--- src/rtl/mmsched_pkg.sv ---
// Shared definitions for the tiled matrix-multiply scheduler.
// Assumes: memory accesses are tagged with one of four purposes.
package mmsched_pkg;
    typedef enum logic [1:0] {
        KIND_CLOAD  = 2'd0,
        KIND_AREAD  = 2'd1,
        KIND_BREAD  = 2'd2,
        KIND_CSTORE = 2'd3
    } mem_kind_e;
endpackage

--- src/rtl/mmsched_tiler.sv ---
// Tile walker: after start, builds the row-block strides SI*k and SI*n by
// repeated addition, then offers one tile descriptor at a time (bases and
// clipped extents). Assumes m, n, k >= 1.
module mmsched_tiler #(
    parameter int AW = 16,
    parameter int DW = 8,
    parameter int SI = 4,
    parameter int SJ = 4,
    parameter int RW = 3,
    parameter int CW = 3
) (
    input  logic          clk,
    input  logic          rst_n,
    input  logic          go,
    input  logic [AW-1:0] a_base_i,
    input  logic [AW-1:0] b_base_i,
    input  logic [AW-1:0] c_base_i,
    input  logic [DW-1:0] m_i,
    input  logic [DW-1:0] n_i,
    input  logic [DW-1:0] k_i,
    input  logic          take,
    output logic          t_valid,
    output logic [AW-1:0] t_a,
    output logic [AW-1:0] t_b,
    output logic [AW-1:0] t_c,
    output logic [RW-1:0] t_rows,
    output logic [CW-1:0] t_cols,
    output logic          t_last,
    output logic [DW-1:0] n_q,
    output logic [DW-1:0] k_q
);
    localparam int SCW = $clog2(SI + 1);

    logic           active;
    logic [SCW-1:0] setup_cnt;
    logic [AW-1:0]  b_q, a_blk, c_blk, a_rb, c_rb, c_ptr, b_ptr;
    logic [DW-1:0]  rem_r, rem_c;
    logic           row_end, blk_last;

    // Tile edge tests against the remaining extents
    always_comb begin
        row_end  = rem_c <= DW'(SJ);
        blk_last = rem_r <= DW'(SI);
        t_valid  = active && (setup_cnt == '0);
        t_a      = a_rb;
        t_b      = b_ptr;
        t_c      = c_ptr;
        t_rows   = blk_last ? RW'(rem_r) : RW'(SI);
        t_cols   = row_end ? CW'(rem_c) : CW'(SJ);
        t_last   = row_end && blk_last;
    end

    // Setup accumulation, then tile-to-tile advance by addition
    always_ff @(posedge clk) begin
        if (!rst_n) begin
            active    <= 1'b0;
            setup_cnt <= '0;
            b_q <= '0; a_blk <= '0; c_blk <= '0;
            a_rb <= '0; c_rb <= '0; c_ptr <= '0; b_ptr <= '0;
            rem_r <= '0; rem_c <= '0; n_q <= '0; k_q <= '0;
        end else if (go) begin
            active    <= 1'b1;
            setup_cnt <= SCW'(SI);
            b_q   <= b_base_i;
            a_blk <= '0;
            c_blk <= '0;
            a_rb  <= a_base_i;
            c_rb  <= c_base_i;
            c_ptr <= c_base_i;
            b_ptr <= b_base_i;
            rem_r <= m_i;
            rem_c <= n_i;
            n_q   <= n_i;
            k_q   <= k_i;
        end else if (active && setup_cnt != '0) begin
            a_blk     <= a_blk + AW'(k_q);
            c_blk     <= c_blk + AW'(n_q);
            setup_cnt <= setup_cnt - 1'b1;
        end else if (t_valid && take) begin
            if (!row_end) begin
                rem_c <= rem_c - DW'(SJ);
                c_ptr <= c_ptr + AW'(SJ);
                b_ptr <= b_ptr + AW'(SJ);
            end else if (!blk_last) begin
                rem_r <= rem_r - DW'(SI);
                rem_c <= n_q;
                a_rb  <= a_rb + a_blk;
                c_rb  <= c_rb + c_blk;
                c_ptr <= c_rb + c_blk;
                b_ptr <= b_q;
            end else begin
                active <= 1'b0;
            end
        end
    end
endmodule

--- src/rtl/mmsched_ctile.sv ---
// C tile mover: walks one tile row by row (stride = row length of C),
// one word per grant. Used for both the load and the store phase.
// Assumes rows and cols >= 1 at start.
module mmsched_ctile #(
    parameter int AW = 16,
    parameter int DW = 8,
    parameter int RW = 3,
    parameter int CW = 3
) (
    input  logic          clk,
    input  logic          rst_n,
    input  logic          start,
    input  logic [AW-1:0] base,
    input  logic [RW-1:0] rows,
    input  logic [CW-1:0] cols,
    input  logic [DW-1:0] stride,
    input  logic          gnt,
    output logic          req,
    output logic [AW-1:0] addr,
    output logic          fin
);
    logic          busy;
    logic [AW-1:0] row_q;
    logic [RW-1:0] r_cnt, rows_q;
    logic [CW-1:0] c_cnt, cols_q;
    logic [DW-1:0] stride_q;
    logic          last_c, last_r;

    // Position tests for the final beat
    always_comb begin
        last_c = c_cnt == cols_q - 1'b1;
        last_r = r_cnt == rows_q - 1'b1;
        req    = busy;
        fin    = gnt && last_c && last_r;
    end

    // Address walk: +1 along a row, +stride to the next row
    always_ff @(posedge clk) begin
        if (!rst_n) begin
            busy <= 1'b0; addr <= '0; row_q <= '0;
            r_cnt <= '0; c_cnt <= '0; rows_q <= '0; cols_q <= '0; stride_q <= '0;
        end else if (start) begin
            busy <= 1'b1; addr <= base; row_q <= base;
            r_cnt <= '0; c_cnt <= '0;
            rows_q <= rows; cols_q <= cols; stride_q <= stride;
        end else if (gnt) begin
            if (last_c) begin
                if (last_r) begin
                    busy <= 1'b0;
                end else begin
                    row_q <= row_q + AW'(stride_q);
                    addr  <= row_q + AW'(stride_q);
                    r_cnt <= r_cnt + 1'b1;
                    c_cnt <= '0;
                end
            end else begin
                addr  <= addr + 1'b1;
                c_cnt <= c_cnt + 1'b1;
            end
        end
    end
endmodule

--- src/rtl/mmsched_exec.sv ---
// Compute streamer: for each inner step, one A column (stride k) then one
// B row (stride 1); moves the column by +1 and the row by +n per step.
// Assumes rows, cols, k >= 1 at start.
module mmsched_exec #(
    parameter int AW = 16,
    parameter int DW = 8,
    parameter int RW = 3,
    parameter int CW = 3
) (
    input  logic          clk,
    input  logic          rst_n,
    input  logic          start,
    input  logic [AW-1:0] a_base,
    input  logic [AW-1:0] b_base,
    input  logic [RW-1:0] rows,
    input  logic [CW-1:0] cols,
    input  logic [DW-1:0] k_dim,
    input  logic [DW-1:0] n_dim,
    input  logic          gnt,
    output logic          busy,
    output logic [AW-1:0] addr,
    output logic          is_b,
    output logic          fin
);
    logic [AW-1:0] a_col, b_row;
    logic [RW-1:0] r_idx, rows_q;
    logic [CW-1:0] c_idx, cols_q;
    logic [DW-1:0] kk, k_q, n_q;
    logic          last_r, last_c, last_k;

    // End-of-segment and end-of-tile tests
    always_comb begin
        last_r = r_idx == rows_q - 1'b1;
        last_c = c_idx == cols_q - 1'b1;
        last_k = kk == k_q - 1'b1;
        fin    = gnt && is_b && last_c && last_k;
    end

    // Alternating A-column / B-row address walk
    always_ff @(posedge clk) begin
        if (!rst_n) begin
            busy <= 1'b0; addr <= '0; is_b <= 1'b0;
            a_col <= '0; b_row <= '0; r_idx <= '0; c_idx <= '0;
            rows_q <= '0; cols_q <= '0; kk <= '0; k_q <= '0; n_q <= '0;
        end else if (start) begin
            busy <= 1'b1; addr <= a_base; is_b <= 1'b0;
            a_col <= a_base; b_row <= b_base; r_idx <= '0; c_idx <= '0;
            rows_q <= rows; cols_q <= cols; kk <= '0; k_q <= k_dim; n_q <= n_dim;
        end else if (gnt) begin
            if (!is_b) begin
                if (last_r) begin
                    is_b  <= 1'b1;
                    r_idx <= '0;
                    addr  <= b_row;
                end else begin
                    r_idx <= r_idx + 1'b1;
                    addr  <= addr + AW'(k_q);
                end
            end else if (last_c) begin
                c_idx <= '0;
                if (last_k) begin
                    busy <= 1'b0;
                end else begin
                    kk    <= kk + 1'b1;
                    a_col <= a_col + 1'b1;
                    b_row <= b_row + AW'(n_q);
                    addr  <= a_col + 1'b1;
                    is_b  <= 1'b0;
                end
            end else begin
                c_idx <= c_idx + 1'b1;
                addr  <= addr + 1'b1;
            end
        end
    end
endmodule

--- src/rtl/mmsched_top.sv ---
// Tiled matrix-multiply scheduler: tile walker feeding a load slot, a
// compute slot and a store slot, all sharing one memory port with fixed
// priority compute > store > load. At most two tiles hold C storage.
// Assumes m, n, k >= 1 and all addresses fit in AW bits.
module mmsched_top
    import mmsched_pkg::*;
#(
    parameter int AW = 16,
    parameter int DW = 8,
    parameter int SI = 4,
    parameter int SJ = 4
) (
    input  logic          clk,
    input  logic          rst_n,
    input  logic          start,
    input  logic [AW-1:0] a_base,
    input  logic [AW-1:0] b_base,
    input  logic [AW-1:0] c_base,
    input  logic [DW-1:0] m_dim,
    input  logic [DW-1:0] n_dim,
    input  logic [DW-1:0] k_dim,
    input  logic          pe_ready,
    output logic          mem_valid,
    output logic          mem_write,
    output logic [AW-1:0] mem_addr,
    output logic [1:0]    mem_kind,
    output logic          done
);
    localparam int RW = $clog2(SI + 1);
    localparam int CW = $clog2(SJ + 1);

    logic          busy_r, done_r, go;
    logic          tl_valid, tl_last;
    logic [AW-1:0] tl_a, tl_b, tl_c;
    logic [RW-1:0] tl_rows;
    logic [CW-1:0] tl_cols;
    logic [DW-1:0] n_q, k_q;

    logic          ld_full, ld_loaded, ld_last;
    logic [AW-1:0] ld_a, ld_b, ld_c;
    logic [RW-1:0] ld_rows;
    logic [CW-1:0] ld_cols;
    logic          ex_full, ex_done, ex_last;
    logic [AW-1:0] ex_c;
    logic [RW-1:0] ex_rows;
    logic [CW-1:0] ex_cols;
    logic          st_full, st_last;
    logic [1:0]    occ;

    logic          ld_take, ex_take, st_take;
    logic          ld_req, st_req, ex_busy, ex_req;
    logic          gnt_ld, gnt_st, gnt_ex;
    logic          ld_fin, st_fin, ex_fin, ex_isb;
    logic [AW-1:0] ld_addr, st_addr, ex_addr;
    mem_kind_e     kind;

    assign go = start && !busy_r;

    mmsched_tiler #(.AW(AW), .DW(DW), .SI(SI), .SJ(SJ), .RW(RW), .CW(CW)) tiler_i (
        .clk(clk), .rst_n(rst_n), .go(go),
        .a_base_i(a_base), .b_base_i(b_base), .c_base_i(c_base),
        .m_i(m_dim), .n_i(n_dim), .k_i(k_dim), .take(ld_take),
        .t_valid(tl_valid), .t_a(tl_a), .t_b(tl_b), .t_c(tl_c),
        .t_rows(tl_rows), .t_cols(tl_cols), .t_last(tl_last),
        .n_q(n_q), .k_q(k_q)
    );

    mmsched_ctile #(.AW(AW), .DW(DW), .RW(RW), .CW(CW)) load_i (
        .clk(clk), .rst_n(rst_n), .start(ld_take), .base(tl_c),
        .rows(tl_rows), .cols(tl_cols), .stride(n_q), .gnt(gnt_ld),
        .req(ld_req), .addr(ld_addr), .fin(ld_fin)
    );

    mmsched_exec #(.AW(AW), .DW(DW), .RW(RW), .CW(CW)) exec_i (
        .clk(clk), .rst_n(rst_n), .start(ex_take), .a_base(ld_a), .b_base(ld_b),
        .rows(ld_rows), .cols(ld_cols), .k_dim(k_q), .n_dim(n_q), .gnt(gnt_ex),
        .busy(ex_busy), .addr(ex_addr), .is_b(ex_isb), .fin(ex_fin)
    );

    mmsched_ctile #(.AW(AW), .DW(DW), .RW(RW), .CW(CW)) store_i (
        .clk(clk), .rst_n(rst_n), .start(st_take), .base(ex_c),
        .rows(ex_rows), .cols(ex_cols), .stride(n_q), .gnt(gnt_st),
        .req(st_req), .addr(st_addr), .fin(st_fin)
    );

    // Slot hand-off conditions; load also waits for a free C buffer
    always_comb begin
        ld_take = busy_r && tl_valid && !ld_full && (occ < 2'd2);
        ex_take = ld_full && ld_loaded && !ex_full;
        st_take = ex_full && ex_done && !st_full;
    end

    // Fixed-priority port arbiter: compute, then store, then load
    always_comb begin
        ex_req    = ex_busy && pe_ready;
        gnt_ex    = ex_req;
        gnt_st    = st_req && !ex_req;
        gnt_ld    = ld_req && !ex_req && !st_req;
        mem_valid = gnt_ex || gnt_st || gnt_ld;
        mem_write = gnt_st;
        if (gnt_ex) begin
            mem_addr = ex_addr;
            kind     = ex_isb ? KIND_BREAD : KIND_AREAD;
        end else if (gnt_st) begin
            mem_addr = st_addr;
            kind     = KIND_CSTORE;
        end else begin
            mem_addr = ld_addr;
            kind     = KIND_CLOAD;
        end
        mem_kind = kind;
    end

    // Slot occupancy and descriptor hand-over between phases
    always_ff @(posedge clk) begin
        if (!rst_n) begin
            ld_full <= 1'b0; ld_loaded <= 1'b0; ld_last <= 1'b0;
            ld_a <= '0; ld_b <= '0; ld_c <= '0; ld_rows <= '0; ld_cols <= '0;
            ex_full <= 1'b0; ex_done <= 1'b0; ex_last <= 1'b0;
            ex_c <= '0; ex_rows <= '0; ex_cols <= '0;
            st_full <= 1'b0; st_last <= 1'b0; occ <= '0;
        end else begin
            if (ld_take) begin
                ld_full <= 1'b1; ld_loaded <= 1'b0;
                ld_a <= tl_a; ld_b <= tl_b; ld_c <= tl_c;
                ld_rows <= tl_rows; ld_cols <= tl_cols; ld_last <= tl_last;
            end else if (ex_take) begin
                ld_full <= 1'b0;
            end else if (ld_fin) begin
                ld_loaded <= 1'b1;
            end
            if (ex_take) begin
                ex_full <= 1'b1; ex_done <= 1'b0;
                ex_c <= ld_c; ex_rows <= ld_rows; ex_cols <= ld_cols; ex_last <= ld_last;
            end else if (st_take) begin
                ex_full <= 1'b0;
            end else if (ex_fin) begin
                ex_done <= 1'b1;
            end
            if (st_take) begin
                st_full <= 1'b1; st_last <= ex_last;
            end else if (st_fin) begin
                st_full <= 1'b0;
            end
            occ <= occ + {1'b0, ld_take} - {1'b0, st_fin};
        end
    end

    // Job state: accept start when idle, finish on the last store
    always_ff @(posedge clk) begin
        if (!rst_n) begin
            busy_r <= 1'b0;
            done_r <= 1'b0;
        end else if (go) begin
            busy_r <= 1'b1;
            done_r <= 1'b0;
        end else if (st_fin && st_last) begin
            busy_r <= 1'b0;
            done_r <= 1'b1;
        end
    end

    assign done = done_r;
endmodule

--- config.mk ---
export PLATFORM = sky130hd
export DESIGN_NAME = mmsched_top
export DESIGN_NICKNAME = d
export VERILOG_FILES = /design/src/rtl/mmsched_pkg.sv /design/src/rtl/mmsched_tiler.sv /design/src/rtl/mmsched_ctile.sv /design/src/rtl/mmsched_exec.sv /design/src/rtl/mmsched_top.sv
export SDC_FILE = /design/constraint.sdc
export NUM_CORES = 1
export LEC_CHECK = 0
export BUFFER_PORTS_ARGS = -buffer_cell sky130_fd_sc_hd__buf_2
export CAP_MARGIN = 10
export CELL_PAD_IN_SITES_DETAIL_PLACEMENT = 0
export CELL_PAD_IN_SITES_GLOBAL_PLACEMENT = 1
export CORE_MARGIN = 4
export CORE_UTILIZATION = 33
export CTS_BUF_LIST = sky130_fd_sc_hd__clkbuf_4 sky130_fd_sc_hd__clkbuf_8 sky130_fd_sc_hd__clkbuf_16
export CTS_CLUSTER_DIAMETER = 150
export DETAILED_ROUTE_END_ITERATION = 7
export PLACE_DENSITY = 0.6
export SETUP_SLACK_MARGIN = 0.1
export SYNTH_ARGS = -nofsm -noshare
export SYNTH_HDL_FRONTEND = slang
export SYNTH_SLANG_ARGS = --single-unit
--- constraint.sdc ---
create_clock -name clk -period 3.8 [get_ports clk]
set_clock_uncertainty 0.2 [all_clocks]
set_input_delay 0.57 -clock clk [delete_from_list [all_inputs] [get_ports clk]]
set_output_delay 0.57 -clock clk [all_outputs]
set_load 0.1 [all_outputs]
Word level (Yosys, flattened, before mapping)
Cells that the tools add are included.
- add/sub/neg operators: 33
- $lt $le $gt $ge: 3
- equality and inequality tests: 18
- mux-type cells: 103
- bitwise gates (word level): 7
- reductions and logical operators: 77
- operators with widths (cell ; count):
    two-way mux 16 bit ; 50
    adder 16 x 8 -> 16 bit ; 6
    two-way mux 8 bit ; 10
    adder 16 x 1 -> 16 bit, second input constant ; 4
    nonzero test 2 bit ; 18
    adder 16 bit ; 2
    adder 16 x 3 -> 16 bit, second input constant ; 2
    two-way mux 1 bit ; 30
    two-way mux 3 bit ; 10
    logical AND 1 bit ; 24
    AND reduction 3 bit ; 7
    subtractor 3 x 1 -> 3 bit, second input constant ; 7
    AND reduction 4 bit ; 5
    adder 3 x 1 -> 3 bit, second input constant ; 6
    == test 3 bit ; 6
    AND reduction 2 bit ; 9
    <= comparator 8 x 3 -> 1 bit, second input constant ; 2
    subtractor 8 x 3 -> 8 bit, second input constant ; 2
    inequality test 2 bit, second input constant ; 7
    inequality test 3 bit, second input constant ; 3
    adder 8 x 1 -> 8 bit, second input constant ; 1
    == test 8 bit ; 1
    OR reduction 2 bit ; 4
    subtractor 8 x 1 -> 8 bit, second input constant ; 1
    other kinds (10) ; 24
- register bits: 416
- output and inout port bits: 21
- word-level logic and storage cells: 298

Depth between registers and ports, before layout
- depth after elaboration: 9
- mapped depth: 14
- gate-level depth less buffers: 13

By module
Synthesis repeated with hierarchy kept, for this count alone.
- cells, all modules: 3058
- area total of the unflattened synthesis: 25406.9 µm²
- by module, submodules not included (module ; times used ; cells each ; area an instance (µm²) ; seq. area each (µm²)):
    mmsched_tiler ; 1 ; 1123 ; 8891.0 ; 2962.8
    mmsched_ctile ; 2 ; 388 ; 3231.8 ; 1061.0
    mmsched_exec ; 1 ; 730 ; 5945.7 ; 1721.7
    mmsched_top ; 1 ; 429 ; 4106.4 ; 1761.7

Least setup slack after synthesis
Ideal clock, no wire load.
- path type: reg2out
- start: reg store_i.busy, in the netlist store_i.req
- end: out mem_addr[10]
- arrival time: 3.236 ns
- data required time: 3.030 ns
- setup slack: -0.206 ns
- cell stages (with the launch flop): 5
- buffers on the path: 2
- cell sequence: dfxtp_1 > buf_2 > buf_1 > mux2i_1 > o21ai_0
- word-level cells in the longest chain between the ends: 3
- RTL lines (element ; line ; RTL):
    from (decl) ; mmsched_ctile.sv:22 ; logic busy;
    from (signal assigned) ; mmsched_ctile.sv:40 ; busy <= 1'b0; addr <= '0; row_q <= '0;
    from (signal assigned) ; mmsched_ctile.sv:43 ; busy <= 1'b1; addr <= base; row_q <= base;
    from (signal assigned) ; mmsched_ctile.sv:49 ; busy <= 1'b0;
    logical AND 1 bit ; mmsched_top.sv:97 ; gnt_st = st_req && !ex_req;
    two-way mux 16 bit ; mmsched_top.sv:104 ; end else if (gnt_st) begin
    two-way mux 16 bit ; mmsched_top.sv:101 ; if (gnt_ex) begin
    to (decl) ; mmsched_top.sv:25 ; output logic [AW-1:0] mem_addr,
No other way between the ends.

Worst setup path in the final report
- start: reg store_i.busy, in the netlist store_i.req
- end: out mem_addr[14]
The elaborated chain is that of the path after synthesis.

==> metrics.yaml <==
floorplanning:
  die_height_um: 272.7
  die_area_sq_um: 74340
  die_width_um: 272.7
  start_util_pct: 33.47
  floorplan.rows: 96
  ios: 97
  core-area_sq_um: 69070
drt:
  drc: 0
  drtPass1Iterations: 5
  drtIter0Drc: 1707
  ant_nets: 0
  via_count: 21810
  wire_per_inst_um: 20.41
  drt-total-wl_mm: 82.39
  vias_per_cell: 5.405
clock_network:
  numCtsBuffers: 52
  clock_path_buffers: 3
  clk_pin_slew_ns: 0.06
  clk_latency_ns: 0.61
  cts.sinks: 416
  cts-root-buf: "clkbuf_16"
  cts_htree_levels: 2
  cts_tree: "done"
  cts_resized: 0
power:
  p_total_w: 0.01080
  vdd_ir_drop_max_mv: 0.2754
  powerDensity_nw_per_um2: 407.7
  p_leak_nw: 9.900
status:
  outcome: "finished, final reports clean"
sta:
  whs_ns: 0.05196
  rsz0062_at_grt: "false"
  slew_violations: 0
  max_slew.worst_pin.slew_ns: 0.9914
  maxSlewHeadroom_pct: 33.75
  setup_slack_ns: 0.5098
  max_clock_freq_mhz: 303.9
  finalCriticalPeriod_ns: 3.290
  min_period_over_period_pct: 86.58
  setup_viol: 0
  finalHoldViolations: 0
cells_and_area:
  num-fill-cells: 7240
  drive_above_1_share_pct: 9.475
  regArea_sq_um: 8328
  area_growth_pct: 14.56
  nets: 3252
  stdcell_area_sq_um: 26480
  multi_input_area_sq_um: 13790
setup_path:
  r2r_cells: 11
  worst_setup_path_end_kind: "output port"
  crit_required_ns: 3.03
  cp-start-kind: "register"
  path_class: "register to output port"
  cp_max_fo: 12
  cp.arrival_ns: 2.52
placement:
  pre_cts_ws_ns: 0.6284
  place_congestion: 0.8609
  io_buffers: 96
  postPlaceCellArea_sq_um: 24530
  hpwlAfterDp_mm: 60.14
global_route:
  grt.total_usage_pct: 21.59
  grt_pass1_vias: 21030
  grt_pass1_wl_mm: 126.7
  antenna_found_initial: 3
  grt-ovfl-total: 0
  grt_max_degree: 104
synth:
  yosys.cell_types.count: 80
  synth_nets: 3214
  yosysTopAreaCell: "dfxtp_1"
  synth_flop_cell: "dfxtp_1"
  netlist_area_sq_um: 23110
  syn_area_per_cell_sq_um: 7.644
  seq_area_frac_synth_pct: 36.03
  synth-edff-count: 0
  async_flop_share_pct: 0
  yosysWarnings: 0
  synthCells: 3024
  synthTopCellsByCount: "579 x nand2_1, 416 x dfxtp_1, 380 x a21oi_1"
  netlist.area_leader.share_pct: 36.03
  yosys_register_bits: 416
  ys_top_cells_by_area: "dfxtp_1 36%, nand2_1 9.4%, a21oi_1 8.2%"
  synth.most_common_cell: "nand2_1"
min_path:
  hold_class: "input port to register"
  min_path_cells: 3
run:
  cap_violations: 0
-- placed cells by master, fill, tap and decap left out, drive strengths merged, types with 19 or more instances in the layout --
cell / netlist / final
nand2: 579 / 579
dfxtp: 416 / 416
a21oi: 383 / 383
nor2: 229 / 229
o21ai: 195 / 195
buf: 41 / 158
xor2: 113 / 113
ha: 106 / 106
nand3: 96 / 96
xnor2: 94 / 94
inv: 73 / 75
clkbuf: 149 / 75
nor3: 52 / 52
a31oi: 51 / 51
a211oi: 49 / 49
o211ai: 43 / 43
and3: 34 / 34
nand4: 32 / 32
mux2i: 23 / 23
a21o: 20 / 20
a311oi: 19 / 19
-- worst max-delay path: stages (launching register included) --
cell	delay [ns]
dfxtp_1	0.69
buf_4	0.32
mux2i_1	0.48
o21ai_1	0.11
buf_2	0.31
-- routing by layer --
layer | part of all wire [%] | vias up | GRT usage, %
met5 | 0.027 | - | 0
met2 | 43 | 565 | 32.67
met1 | 48 | 10400 | 30.52
li1 | - | 10690 | -
met4 | 4.0 | 4 | 8.196
met3 | 5.3 | 155 | 4.012
-- final cells by class --
| cell class | instances | share of cell area (%) |
|---|---|---|
| Antenna cell | 2 | 0.01890 |
| Clock inverter | 20 | 0.8269 |
| Clock buffer | 75 | 5.892 |
| Timing Repair Buffer | 174 | 4.272 |
| Sequential cell | 416 | 31.45 |
| Inverter | 73 | 1.068 |
| Tap cell | 931 | 4.399 |
| Multi-Input combinational cell | 2345 | 52.07 |
-- cells by family (layout without fill, tap and decap cells) --
family	count (synthesis)	in the layout	share of synthesized area, %
fa+ha+maj	114	114	6.431
mux	26	26	1.142
xor+xnor	211	211	8.239
other cells	0	2	0
simple gates	1111	1111	20.92
flops	416	416	36.03
compound gates	883	883	22.69
buf+inv	263	342	4.552
-- path summary, 6_finish.rpt --
check                      to           from  slack (ns)
min            tiler_i.b_q[8]      b_base[8]        0.05
min reg2reg          ex_c[14]       ex_c[14]        0.25
max reg2reg  exec_i.a_col[11]  exec_i.k_q[0]        0.65
max              mem_addr[14]    store_i.req        0.51
-- metrics by stage --
| stage | instances | util [%] | setup TNS, ns |
|---|---|---|---|
| 3_3_place_gp | 3923 | 35.52 | 0 |
| 6_report | 4036 | 38.34 | 0 |
| 2_1_floorplan | 3024 | - | -0.8164 |
| 3_5_place_dp | 3923 | 35.52 | 0 |
| 4_1_cts | 4034 | 38.33 | 0 |
| 5_1_grt | 4034 | 38.33 | 0 |
-- power by group --
part | leakage (nW) | switching (W) | total [W] | internal [W]
Clock | 0.898 | 0.00207 | 0.00519 | 0.00312
Sequential | 3.37 | 0.000176 | 0.00466 | 0.00448
Combinational | 5.63 | 0.000653 | 0.000953 | 0.000300
-- what timing repair did --
| item | 4_1_cts | 5_1_grt |
|---|---|---|
| setup buffers | 0 | 0 |
| hold buffers | 16 | 0 |
| hold endpoints to repair | 17 | 0 |
Note: power is estimated with default switching activity, not from simulation.
